$ cat src/rtl/sbu_pkg.sv
package sbu_pkg;

  localparam logic [5:0] GROUP_OPC = 6'b000001;

  // Decoded view of one instruction of the group
  typedef struct packed {
    logic hit;     // opcode matches the group
    logic resv;    // undefined selector value
    logic likely;  // squashing form
    logic link;    // return-address form
    logic on_neg;  // 1: test negative, 0: test non-negative
  } sbu_op_t;

endpackage

$ cat src/rtl/sbu_decode.sv
module sbu_decode
  import sbu_pkg::*;
#(
  parameter int XLEN = 32
) (
  input  logic [XLEN-1:0] instr,
  output sbu_op_t         op
);
  logic [5:0] opc;
  logic [4:0] sel;

  assign opc = instr[31:26];
  assign sel = instr[20:16];

  always_comb begin
    op        = '0;
    op.hit    = (opc == GROUP_OPC);
    op.on_neg = ~sel[0];
    if (sel[4:2] == 3'b000) begin
      // plain (00,01) and squashing (10,11) forms
      op.likely = sel[1];
    end else if (sel[4:1] == 4'b1000) begin
      op.link = 1'b1;
    end else begin
      op.resv = 1'b1;
    end
  end
endmodule

$ cat src/rtl/sbu_cond.sv
module sbu_cond #(
  parameter int XLEN = 32
) (
  input  logic [XLEN-1:0] rs_val,
  input  logic            on_neg,
  output logic            taken
);
  logic neg;
  assign neg   = rs_val[XLEN-1];
  assign taken = on_neg ? neg : ~neg;
endmodule

$ cat src/rtl/sbu_target.sv
module sbu_target #(
  parameter int XLEN  = 32,
  parameter int IMM_W = 16
) (
  input  logic [XLEN-1:0]  pc,
  input  logic [IMM_W-1:0] imm,
  output logic [XLEN-1:0]  target,
  output logic [XLEN-1:0]  skip_pc
);
  localparam int OFF_W = IMM_W + 2;

  logic [XLEN-1:0] slot_pc;
  logic [XLEN-1:0] offset;

  generate
    if (XLEN > OFF_W) begin : g_sext
      assign offset = {{(XLEN-OFF_W){imm[IMM_W-1]}}, imm, 2'b00};
    end else begin : g_trunc
      assign offset = {imm[XLEN-3:0], 2'b00};
    end
  endgenerate

  // modulo 2^XLEN arithmetic, carries are dropped
  assign slot_pc = pc + XLEN'(4);
  assign target  = slot_pc + offset;
  assign skip_pc = slot_pc + XLEN'(4);
endmodule

$ cat src/rtl/sign_branch_unit.sv
module sign_branch_unit
  import sbu_pkg::*;
#(
  parameter int          XLEN     = 32,
  parameter int          REG_AW   = 5,
  parameter int          LINK_REG = 31,
  parameter logic [31:0] RESET_PC = 32'h0
) (
  input  logic              clk,
  input  logic              rst,
  input  logic              in_valid,
  input  logic [XLEN-1:0]   pc,
  input  logic [XLEN-1:0]   instr,
  input  logic [XLEN-1:0]   rs_val,
  output logic [XLEN-1:0]   next_pc,
  output logic              delay_slot,
  output logic              squash,
  output logic              link_we,
  output logic [REG_AW-1:0] link_addr,
  output logic [XLEN-1:0]   link_data,
  output logic              resv_fault
);
  sbu_op_t         op;
  logic            taken;
  logic [XLEN-1:0] target;
  logic [XLEN-1:0] skip_pc;
  logic            accept;

  sbu_decode #(.XLEN(XLEN)) u_dec (
    .instr (instr),
    .op    (op)
  );

  sbu_cond #(.XLEN(XLEN)) u_cond (
    .rs_val (rs_val),
    .on_neg (op.on_neg),
    .taken  (taken)
  );

  sbu_target #(.XLEN(XLEN), .IMM_W(16)) u_tgt (
    .pc      (pc),
    .imm     (instr[15:0]),
    .target  (target),
    .skip_pc (skip_pc)
  );

  assign accept    = in_valid & op.hit;
  assign link_addr = REG_AW'(LINK_REG);

  always_ff @(posedge clk) begin
    if (rst) begin
      next_pc    <= XLEN'(RESET_PC);
      delay_slot <= 1'b0;
      squash     <= 1'b0;
      link_we    <= 1'b0;
      link_data  <= '0;
      resv_fault <= 1'b0;
    end else begin
      delay_slot <= 1'b0;
      squash     <= 1'b0;
      link_we    <= 1'b0;
      resv_fault <= 1'b0;
      if (accept) begin
        if (op.resv) begin
          resv_fault <= 1'b1;
        end else begin
          next_pc    <= taken ? target : skip_pc;
          delay_slot <= taken | ~op.likely;
          squash     <= op.likely & ~taken;
          if (op.link) begin
            link_we   <= 1'b1;
            link_data <= skip_pc;
          end
        end
      end
    end
  end

  // ---------------- assertions ----------------
  assert_idle_R1: assert property (@(posedge clk) disable iff (rst)
    !accept |=> !delay_slot && !squash && !link_we && !resv_fault);

  assert_link_pulse_R7: assert property (@(posedge clk) disable iff (rst)
    accept && op.link && !op.resv |=> link_we && delay_slot && !squash);

  assert_link_addr_R7: assert property (@(posedge clk) disable iff (rst)
    link_we |-> link_addr == REG_AW'(LINK_REG));

  assert_squash_excl_R6: assert property (@(posedge clk) disable iff (rst)
    squash |-> !delay_slot && !link_we);

  assert_resv_quiet_R8: assert property (@(posedge clk) disable iff (rst)
    resv_fault |-> !link_we && !delay_slot && !squash);

  assert_resv_hold_R8: assert property (@(posedge clk) disable iff (rst)
    accept && op.resv |=> $stable(next_pc));

  assert_hold_R11: assert property (@(posedge clk) disable iff (rst)
    !accept |=> $stable(next_pc));
endmodule

$ cat config.mk
export PLATFORM = sky130hd
export DESIGN_NAME = sign_branch_unit
export DESIGN_NICKNAME = d
export VERILOG_FILES = /design/src/rtl/sbu_pkg.sv /design/src/rtl/sbu_decode.sv /design/src/rtl/sbu_cond.sv /design/src/rtl/sbu_target.sv /design/src/rtl/sign_branch_unit.sv
export SDC_FILE = /design/constraint.sdc
export NUM_CORES = 1
export LEC_CHECK = 0
export ABC_AREA = 1
export BUFFER_PORTS_ARGS = -buffer_cell sky130_fd_sc_hd__buf_2
export CAP_MARGIN = 20
export CORE_MARGIN = 3
export CORE_UTILIZATION = 46
export DETAILED_ROUTE_END_ITERATION = 7
export HOLD_SLACK_MARGIN = 0.03
export PLACE_DENSITY = 0.82
export SLEW_MARGIN = 20
export SYNTH_ARGS = -nofsm -noshare
export SYNTH_HDL_FRONTEND = slang
export SYNTH_SLANG_ARGS = --single-unit
$ cat constraint.sdc
create_clock -name clk -period 2.5 [get_ports clk]
set_input_delay 0 -clock clk [delete_from_list [all_inputs] [get_ports clk]]
set_output_delay 0 -clock clk [all_outputs]
set_load 0.02 [all_outputs]
After elaboration in Yosys (flattened, before gate mapping)
Cells that the tools add are included.
- bits in registers: 68
- bits of input ports: 99
- output and inout bits: 73
- word-level logic and storage cells: 33
- $add $sub $neg: 3
- eq/ne operators: 2
- mux-type cells: 9
- bitwise logic cells: 8
- reductions and logical operators: 5
- operators with widths (operator ; number):
    32-bit by 3-bit adder with 32-bit output (second input constant) ; 2
    32-bit adder ; 1
    32-bit 2-to-1 mux ; 1
    1-bit 2-to-1 mux ; 8
    6-bit by 1-bit equality test with 1-bit output (second input constant) ; 1
    1-bit NOT ; 5
    4-bit equality test (second input constant) ; 1
    3-bit zero test ; 1
    3-bit AND reduction ; 1
    3-bit OR reduction ; 1
    1-bit bitwise AND ; 2
    2-bit AND reduction ; 1
    2-bit OR reduction ; 1
    1-bit OR ; 1

Depth between registers and ports, before layout
Gate-level depths: netlist (run 1).
- depth after elaboration: 5
- gate-level depth with buffers: 22
- mapped depth without buffers: 22

Cells and area by module
Synthesis (run 1) repeated with hierarchy kept, for this count alone.
- cell total of the unflattened synthesis: 1235
- area total of the unflattened synthesis: 7021.7 µm²
- modules (own cells, without submodules) (module ; times used ; cells each ; area an instance (µm²) ; sequential area each (µm²)):
    sbu_target ; 1 ; 711 ; 3737.3 ; 0.0
    sign_branch_unit ; 1 ; 504 ; 3204.3 ; 1361.3
    sbu_decode ; 1 ; 15 ; 61.3 ; 0.0
    sbu_cond ; 1 ; 5 ; 18.8 ; 0.0

Worst setup path before layout (run 1)
OpenSTA, ideal clock, no wires.
- path type: input-to-reg
- from: input pc[2]
- to: register next_pc[23]
- library setup time: 0.119 ns
- arrival: 2.254 ns
- required time: 2.381 ns
- slack: 0.126 ns
- stages on the path: 17
- path buffers: 0
- cells stage by stage: ha_1 > nand3_1 > nor2_1 > nand2_1 > nand2_1 > nand2_1 > ha_1 > nand2_1 > nor2_1 > nand2_1 > o21ai_0 > a21oi_1 > or2_2 > nand3_1 > nand2_1 > inv_1 > a21oi_1
- cells in the longest elaborated chain, start to end: 3
- elaborated cells on any way between the ends: 4
- those cells by class: 3 x add/sub; 1 x mux
- RTL lines (item ; line ; RTL):
    start, declared ; sign_branch_unit.sv:12 ; input logic [XLEN-1:0] pc,
    32-bit by 3-bit adder with 32-bit output (*) ; sbu_target.sv:24 ; assign slot_pc = pc + XLEN'(4);
    32-bit by 3-bit adder with 32-bit output or 32-bit adder (tied branches) ; sbu_target.sv:26, sbu_target.sv:25 ;
    32-bit 2-to-1 mux (*) ; sign_branch_unit.sv:67 ; next_pc <= taken ? target : skip_pc;
    end signal, assigned ; sign_branch_unit.sv:52 ; next_pc <= XLEN'(RESET_PC);
    end signal, assigned ; sign_branch_unit.sv:67 ;
    end, declared ; sign_branch_unit.sv:15 ; output logic [XLEN-1:0] next_pc,
Every way passes the cells marked *; elsewhere a longest branch is shown, timed or not.
A chain may end at the register's enable or synchronous reset.

Worst setup path in the final report (run 1)
- from: input pc[2]
- to: register next_pc[24]
The elaborated chain is that of the path after synthesis.

==> results.md, run 1 <==
- The largest delay contributor family on the critical path is simple AND/OR/NAND/NOR gates.
- The largest driver fanout on the critical path is 6.
- The wire length per cell is 16.8 um.
- The library cell used most frequently in the layout, excluding fill and tap cells, is nand2_1.
- The boundary pin count is 172.
- The count of cells along the worst register-to-register path is 4.
- The hold violation count in the final report came to 0.
- Once detailed placement completed, the half-perimeter wirelength came to between 20,000 and 25,000 um.
- The total clock buffers created by CTS is 9.
- A synthesized cell averages 5.77 um^2.
- For the worst setup path, the data required time is 2750 ps.
- The register-to-register setup slack is 1730 ps.
- The count of standard-cell rows is 42.
- The delay contributed by the slowest stage of the critical path is 290 ps.
- The instance count of the mapped netlist is 1,109.
- The number of DRC violations after detailed routing is 0.
- The post-layout minimum cycle time is 2450 ps.
- Leaving out fill and tap cells, the most frequent cells in the layout are 284 x nand2_1, 216 x buf_4, 127 x buf_2.
- The final setup slack of the worst path is 50.6 ps.
- The count of antenna-violating nets left after detailed routing is 0.
- The count of routing violations after the opening detailed-route iteration is 767.
- For the pin with the worst max-slew slack, the measured transition is 1140 ps.
- The end-of-flow core utilization is 73.9%.
- The cell area power density is slightly below 400 nW/um^2.
- After synthesis, the cell types taking the most area are dfxtp_1 21%, nand2_1 18%, nor2_1 9.0%.
- The core region is 13,500 um^2.
- Max-cap violations in this run came to 0.
- Setup violations remaining at the end of the flow were counted as 0.
- At the end of routability-driven placement, the weighted congestion stood at 1.03.
- The TritonCTS sink count is 68.
- Clock skew on the completed layout was measured at 0 ps.
- The post-place setup slack is -732 ps.
- Counting along the longest clock path gives a buffer depth of 2.
- TritonCTS built the clock tree.
- The first-pass GRT wire length is 38,700 um.
- In this run the worst setup path terminates at next_pc[24]$_SDFFE_PP0P_.
- The endpoint type of the worst setup path is a register.
- The total global routing overflow is 0.
- The starting utilization of the core area is 47.6%.
- The count of buffer and inverter cells on the critical path is 5.
- Headroom to the max-slew limit came out at 23.7%.
- The startpoint of the worst setup timing path is pc[2].
- The first detailed-routing pass ran for 7 iterations.
- At the end of the flow, the number of nets in the layout was around 1,600.
- Of all cell types, the one taking the most synthesized area is dfxtp_1.
- The worst flop-to-flop path endpoint is link_data[11]$_SDFFE_PP0P_.
- For the worst setup path, the data arrival time is 2700 ps.
- Clock-pin slew was measured on the worst setup and hold paths at roughly 60 ps.
- The flow ran to the end, and the final reports show no timing, DRC or antenna violations.
- The largest net degree at the start of global routing is 36.
- The final layout contains routed wiring with a total length of ~27,000 um.
- On the critical path, the stage with the largest delay is an instance of or2_2.
- For this run, the total global-route usage over all layers was measured as approximately a third.
- The most numerous cell type found on the critical path is nand2_1.
- The cell area after technology mapping is 6400 um^2.
- Buffers placed on the I/O ports in this run total 130.
- The startpoint identified for the worst register-to-register timing path is link_data[11]$_SDFFE_PP0P_.
- In this run the horizontal extent of the chip is approximately 120 um.
- The die covers 15,400 um^2.
- The number of antenna diodes in the final layout is 0.
- The worst ir drop on vdd is a little under 400 uV.
- The via count of the first global-routing pass was 7,878.
- The leakage dissipation is 0.00507 uW.
- Synthesis instantiated 38 different standard cells from the library.
- The signal on the critical path passes through buf_8 -> buf_12 -> clkinvlp_4 -> nor2_4 -> nand3b_1 -> o21ai_1 -> nand2_2 -> ha_4 -> a21oi_2 -> o31ai_1 -> buf_4 -> a21boi_0 -> nand2_1 -> or2_2 -> nand3_1 -> nand3_2 -> nand2_1 -> inv_1.
- In this run the worst hold path is classified as in -> reg.
- For this run, the number of Yosys warnings is 0.
- The number of levels the H-tree was split into is 3.
- The worst path uses about 98% of the clock period.
- The root buffer cell chosen for the clock tree is clkbuf_16.
- Counting buffers and inverters, the worst setup path is 18 cells deep.
- The layout cell share with drive strength beyond 1 is 37.3%.
- The later pin in the worst-skew pair is clocked with a latency of 340 ps.
- The classification of the worst setup path is in -> reg.
- Setup repair after global routing could not meet its margin everywhere.
- The overall via count from detail_route is 8,812.
- STA classifies the critical path startpoint as an input pin.
- The source of the worst hold timing path is instr[19].
- The summed negative setup slack over all endpoints is 0 ps.
- Relative to the synthesized area, the layout overhead comes to 55.2%.
- Static timing analysis puts the maximum clock frequency at roughly 400 MHz.
- The filler cells instantiated in the layout total 1,079.
- The fraction of post-synthesis cell area in the top cell type by area is between 20% and 30%.
- The initial antenna violation count came to 0.
- The die is 124 um tall.
- The final max-slew violation count is 0.
- The average via count per standard cell is 5.40.
- The total of flip-flops plus latches after synthesis is 68.
- Sequential cells were found to cover 21.3% of the synthesized design area.
-- through the flow --
stage                     hold WS, ps  total power, uW  cell area (um^2)  cells
final                            48.1             3830              9940   1631
after global routing             72.5             3980              9940   1631
after CTS                        39.2             3610              9210   1624
after detailed placement          229             2290              8730   1598
after global placement            226             2280              8730   1598
after floorplan                   108             1700              6420   1113
-- worst reg2reg max path: stages (launching register included) --
cell,delay [ps]
dfxtp_1,300
nor2_1,90
nor2_1,60
o21ai_0,130
inv_1,70
-- power breakdown --
part / switching (uW) / internal, uW / leakage (uW)
clock network: 530 / 777 / 0.000142
logic: 805 / 635 / 0.00438
registers: 0.682 / 1080 / 0.000547
-- worst min path at each step --
stage	end	cells past startpoint
6_report	squash$_SDFF_PP0_	6
5_1_grt	squash$_SDFF_PP0_	6
4_1_cts	squash$_SDFF_PP0_	6
3_5_place_dp	delay_slot$_SDFF_PP0_	2
3_3_place_gp	delay_slot$_SDFF_PP0_	2
2_1_floorplan	delay_slot$_SDFF_PP0_	1
-- sequential cells by signal, indices dropped and copies added, names as in the netlist --
register / cells
next_pc: 32
link_we: 1
resv_fault: 1
squash: 1
delay_slot: 1
link_data: 32
-- logic make-up (layout without fill, tap and decap cells) --
family	count (synthesis)	count (layout)	share of synthesized area (%)
AND/OR/NAND/NOR	636	636	42.7
AO/OA/AOI/OAI	185	185	15.7
buffers and inverters	158	500	9.55
flip-flops	68	68	21.3
adder cells (fa/ha/maj)	38	38	7.54
XOR/XNOR	23	23	3.26
other	1	5	0.0586
-- routing by layer --
metal	vias to the layer above	share of wire, %	global-route usage [%]	wire (um)
li1	4281	-	-	-
met1	4006	40	41.3	11000
met2	452	48	55.7	13100
met3	73	8.2	5.18	2240
met4	0	4.0	14.3	1090
met5	-	0	0	0
-- area by class of cell --
type / count / area, um^2 / share of cell area (%)
multi-input combinational: 887 / 5180 / 52.1
tap: 176 / 220 / 2.22
timing repair buffer: 353 / 2380 / 23.9
sequential: 68 / 1360 / 13.7
clock buffer: 9 / 225 / 2.27
inverter: 131 / 495 / 4.99
clock inverter: 7 / 76.3 / 0.768
-- synth_stat cells --
cell / number
a211oi_1: 1
a21boi_0: 2
a21o_1: 4
a21oi_1: 73
a31oi_1: 15
and2_1: 2
and3_1: 1
buf_1: 1
buf_4: 5
clkbuf_1: 21
conb_1: 1
dfxtp_1: 68
fa_1: 1
ha_1: 37
inv_1: 125
inv_2: 6
nand2_1: 311
nand2_2: 8
nand3_1: 93
nand3_2: 2
nand3b_1: 6
nand4_1: 17
nor2_1: 154
nor2_2: 8
nor2_4: 6
nor3_1: 9
nor4_1: 5
o211ai_1: 8
o21a_1: 4
o21ai_0: 71
o21ai_1: 3
o21bai_1: 3
o31ai_1: 1
or2_1: 1
or2_2: 13
xnor2_1: 5
xnor2_2: 1
xor2_1: 17
-- repair_timing --
action	4_1_cts	5_1_grt
pin swaps	12	55
hold buffers	5	0
endpoints found under the hold margin	6	0
buffers inserted	5	8
setup endpoints to repair	16	23
gates resized for setup	21	169
Note: power is estimated with default switching activity, not from simulation.
==> run 2: changes to the inputs <==
--- a/config.mk
+++ b/config.mk
@@ -13,6 +13,8 @@
 export DETAILED_ROUTE_END_ITERATION = 7
 export HOLD_SLACK_MARGIN = 0.03
 export PLACE_DENSITY = 0.82
+export RECOVER_POWER = 50
+export SKIP_LAST_GASP = 1
 export SLEW_MARGIN = 20
 export SYNTH_ARGS = -nofsm -noshare
 export SYNTH_HDL_FRONTEND = slang
==> run 2 against run 1 <==
  * Non-clock buffer count did not move
  * Clock skew did not move
  * Design area decreased by 0.82%
  * First-iteration DRC count grew 12%
  * Global-route usage unchanged
  * Routed wire length is 0.20% higher
  * Hold slack better by 3.1 ps
  * Register-to-register slack hardly changed
  * Critical path type unchanged
  * Largest power group unchanged
==> results.md, run 2 (same netlist as run 1, synthesis figures left out) <==
- Outcome: finished clean (unchanged).
- The transition time at the pin with the least slew margin is 1130 ps (was 1140 ps).
- The number of port buffers is 130 (unchanged).
- The worst ir drop on vdd was 385 uV (was 386 uV).
- The combinational power share came to 37.5% (was 37.6%).
- The estimated wirelength of the detail-placed design is 21,000 um (unchanged).
- The delay contributed by the slowest stage of the critical path is 290 ps (about the same).
- The terminating pin of the worst hold path is squash$_SDFF_PP0_ (unchanged).
- The relative contribution of sequential cells to total power is 28.3% (about the same).
- The total clock buffers created by CTS came to 9 (unchanged).
- The die span in y is 124 um (unchanged).
- The count of routing violations after the opening detailed-route iteration came to 859 (was 767).
- The total wire length is 27,400 um (about the same).
- The count of antenna-violating nets left after detailed routing is 0 (unchanged).
- The worst hold-check path type is in -> reg (unchanged).
- The type of origin of the critical path was an input pin (unchanged).
- The clock network latency to the later pin of the worst-skew pair is 340 ps (about the same).
- The worst flop-to-flop path endpoint is link_data[11]$_SDFFE_PP0P_ (unchanged).
- Series of cell instances along the critical path: buf_8 -> buf_12 -> clkinvlp_4 -> nor2_4 -> nand3b_1 -> o21ai_1 -> nand2_2 -> ha_4 -> a21oi_2 -> o31ai_1 -> buf_4 -> a21boi_0 -> nand2_1 -> or2_2 -> nand3_1 -> nand3_2 -> nand2_1 -> inv_1 (unchanged).
- The design internal power is 2500 uW (about the same).
- The post-synthesis to final-layout area growth came to 53.9% (was 55.2%).
- The net switching power is 1330 uW (was 1340 uW).
- The count of standard-cell rows is 42 (unchanged).
- The cell with the most instances on the worst path is nand2_1 (unchanged).
- The layout cell share with drive strength beyond 1 is 32.8% (was 37.3%).
- The most frequent standard cell in the layout excluding fill and tap cells is nand2_1 (unchanged).
- The remaining max-slew budget at the tightest pin came to 24.8% (was 23.7%).
- The largest net degree at the start of global routing is 36 (unchanged).
- The horizontal extent of the die is 124 um (unchanged).
- The share of the cycle needed by the critical path after routing is 98.4% (was 98.0%).
- The average via count per standard cell was 5.40 (about the same).
- The first-pass detailed-route iteration total is 5 (was 7).
- The area of placed instances is 8730 um^2 (unchanged).
- The post-layout minimum cycle time is 2460 ps (was 2450 ps).
- The arrival time of data at the critical path endpoint is 2710 ps (was 2700 ps).
- The final count of negative-setup-slack endpoints is 0 (unchanged).
- The hold violation count in the final report came to 0 (unchanged).
- The endpoint type of the worst setup path was a register (unchanged).
- The die area is 15,400 um^2 (unchanged).
- The boundary pin count is 172 (unchanged).
- The TritonCTS sink count was 68 (unchanged).
- The critical path required time is 2750 ps (about the same).
- The via count of the first global-routing pass is 7,878 (unchanged).
- The global-route usage over all layers is 32.9% (unchanged).
- The summed negative setup slack over all endpoints is 0 ps (unchanged).
- The reg-to-reg startpoint is link_data[11]$_SDFFE_PP0P_ (unchanged).
- Unrepaired setup endpoints after global routing: yes (unchanged).
- The power share of the clock group was 34.1% (about the same).
- The proportion of total power due to net switching is 34.8% (was 34.9%).
- The register-to-register setup slack is 1730 ps (about the same).
- The number of levels the H-tree was split into is 3 (unchanged).
- The clock tree from TritonCTS was built (unchanged).
- The final standard cell area without fillers is 9850 um^2 (was 9940 um^2).
- The starting utilization of the core area is 47.6% (unchanged).
- Registers with the highest flip-flop counts: link_data x32, next_pc x32 (unchanged).
- The clock input transition at the sequential cells of the worst setup and hold paths was 60 ps (about the same).
- The area of the core is 13,500 um^2 (unchanged).
- The final weighted congestion in routability-driven placement is 1.03 (unchanged).
- The count of cells along the worst register-to-register path is 4 (unchanged).
- The total global routing overflow came to 0 (unchanged).
- The classification of the worst setup path is in -> reg (unchanged).
- The post-place setup slack is -732 ps (unchanged).
- The slowest cell on the critical path is or2_2 (unchanged).
- The number of DRC violations after detailed routing is 0 (unchanged).
- The leakage dissipation is 0.00479 uW (was 0.00507 uW).
- The clock tree root driver cell is clkbuf_16 (unchanged).
- The cell area power density came to 389 nW/um^2 (was 386 nW/um^2).
- The peak clock frequency supported by timing is 407 MHz (was 408 MHz).
- The number of max-cap violations came to 0 (unchanged).
- The final max-slew violation count was 0 (unchanged).
- The overall via count from detail_route was 8,815 (was 8,812).
- Most used cells in the layout excluding fill and tap cells: 284 x nand2_1, 216 x buf_4, 122 x nor2_1 (was 284 x nand2_1, 216 x buf_4, 127 x buf_2).
- The layout net count was 1,587 (unchanged).
- The number of cells on the worst hold path is 6 (unchanged).
- The initial antenna violation count is 0 (unchanged).
- The final setup slack of the worst path is 40.8 ps (was 50.6 ps).
- The source of the worst hold timing path is instr[19] (unchanged).
- The largest driver fanout on the critical path is 6 (unchanged).
- The final setup skew was 0 ps (unchanged).
- The wire length per cell was 16.8 um (about the same).
- The maximum buffer depth of the clock tree is 2 (unchanged).
- The number of diodes added for antenna fixing is 0 (unchanged).
- The first-pass GRT wire length came to 38,700 um (unchanged).
[run 2: cell count changes in the layout (fill, tap and decap cells not counted), sizes merged]
cell	before	now
clkbuf	9	74
buf	348	283
[run 2: worst max-delay path, delay by kind of cell]
| family | cells | cell delay, ps |
|---|---|---|
| fa+ha+maj | 1 | 260 |
| compound gates | 4 | 630 |
| simple gates | 8 | 1250 |
| buf+inv | 5 | 550 |
[run 2: worst max path at each step]
stage | startpoint | endpoint | slack, ps | depth (start not counted)
floorplan | pc[2] | next_pc[23]$_SDFFE_PP0P_ | 130 | 17
global placement | pc[2] | next_pc[28]$_SDFFE_PP0P_ | -680 | 21
detailed placement | pc[2] | next_pc[28]$_SDFFE_PP0P_ | -730 | 21
CTS | pc[2] | next_pc[28]$_SDFFE_PP0P_ | -50 | 21
global route | pc[2] | next_pc[28]$_SDFFE_PP0P_ | -130 | 19
finish | pc[2] | next_pc[24]$_SDFFE_PP0P_ | 40 | 18
[run 2: per-layer routing]
layer	wire [um]	vias up	GRT usage [%]	part of all wire, %
met3	2390	92	5.18	8.7
li1	-	4282	-	-
met5	0	-	0	0
met1	10900	3970	41.3	40
met4	1170	0	14.3	4.3
met2	13000	471	55.7	47
[run 2: final cells by class]
class / count / area [um^2]
fillers: 1129 / 3600
well taps: 176 / 220
repair buffers: 353 / 2290
inverters: 131 / 495
clock inverters: 7 / 76.3
flip-flops and latches: 68 / 1360
clock buffers: 9 / 225
multi-input cells: 887 / 5180
[run 2: power by group through the flow]
stage          Combinational, uW  Sequential, uW  Clock [uW]
2_1_floorplan                585            1110           0
3_3_place_gp                1170            1110           0
3_5_place_dp                1180            1110           0
4_1_cts                     1220            1090        1310
5_1_grt                     1540            1080        1350
6_report                    1440            1090        1310
[run 2: repair_timing]
action | in CTS | in global routing
resized for setup | 21 | 169
hold buffers | 5 | 0
setup buffers | 5 | 8
hold endpoints to repair | 6 | 0
pin swaps | 12 | 55
endpoints found under the setup margin | 16 | 23
[run 2: stage by stage]
step / utilization (%) / hold slack, ps / std cells / power [uW]
3_3_place_gp: 64.9 / 226 / 1598 / 2280
5_1_grt: 73.3 / 72.5 / 1631 / 3980
2_1_floorplan: - / 108 / 1113 / 1700
3_5_place_dp: 64.9 / 229 / 1598 / 2290
4_1_cts: 68.4 / 39.2 / 1624 / 3610
6_report: 73.3 / 51.1 / 1631 / 3830
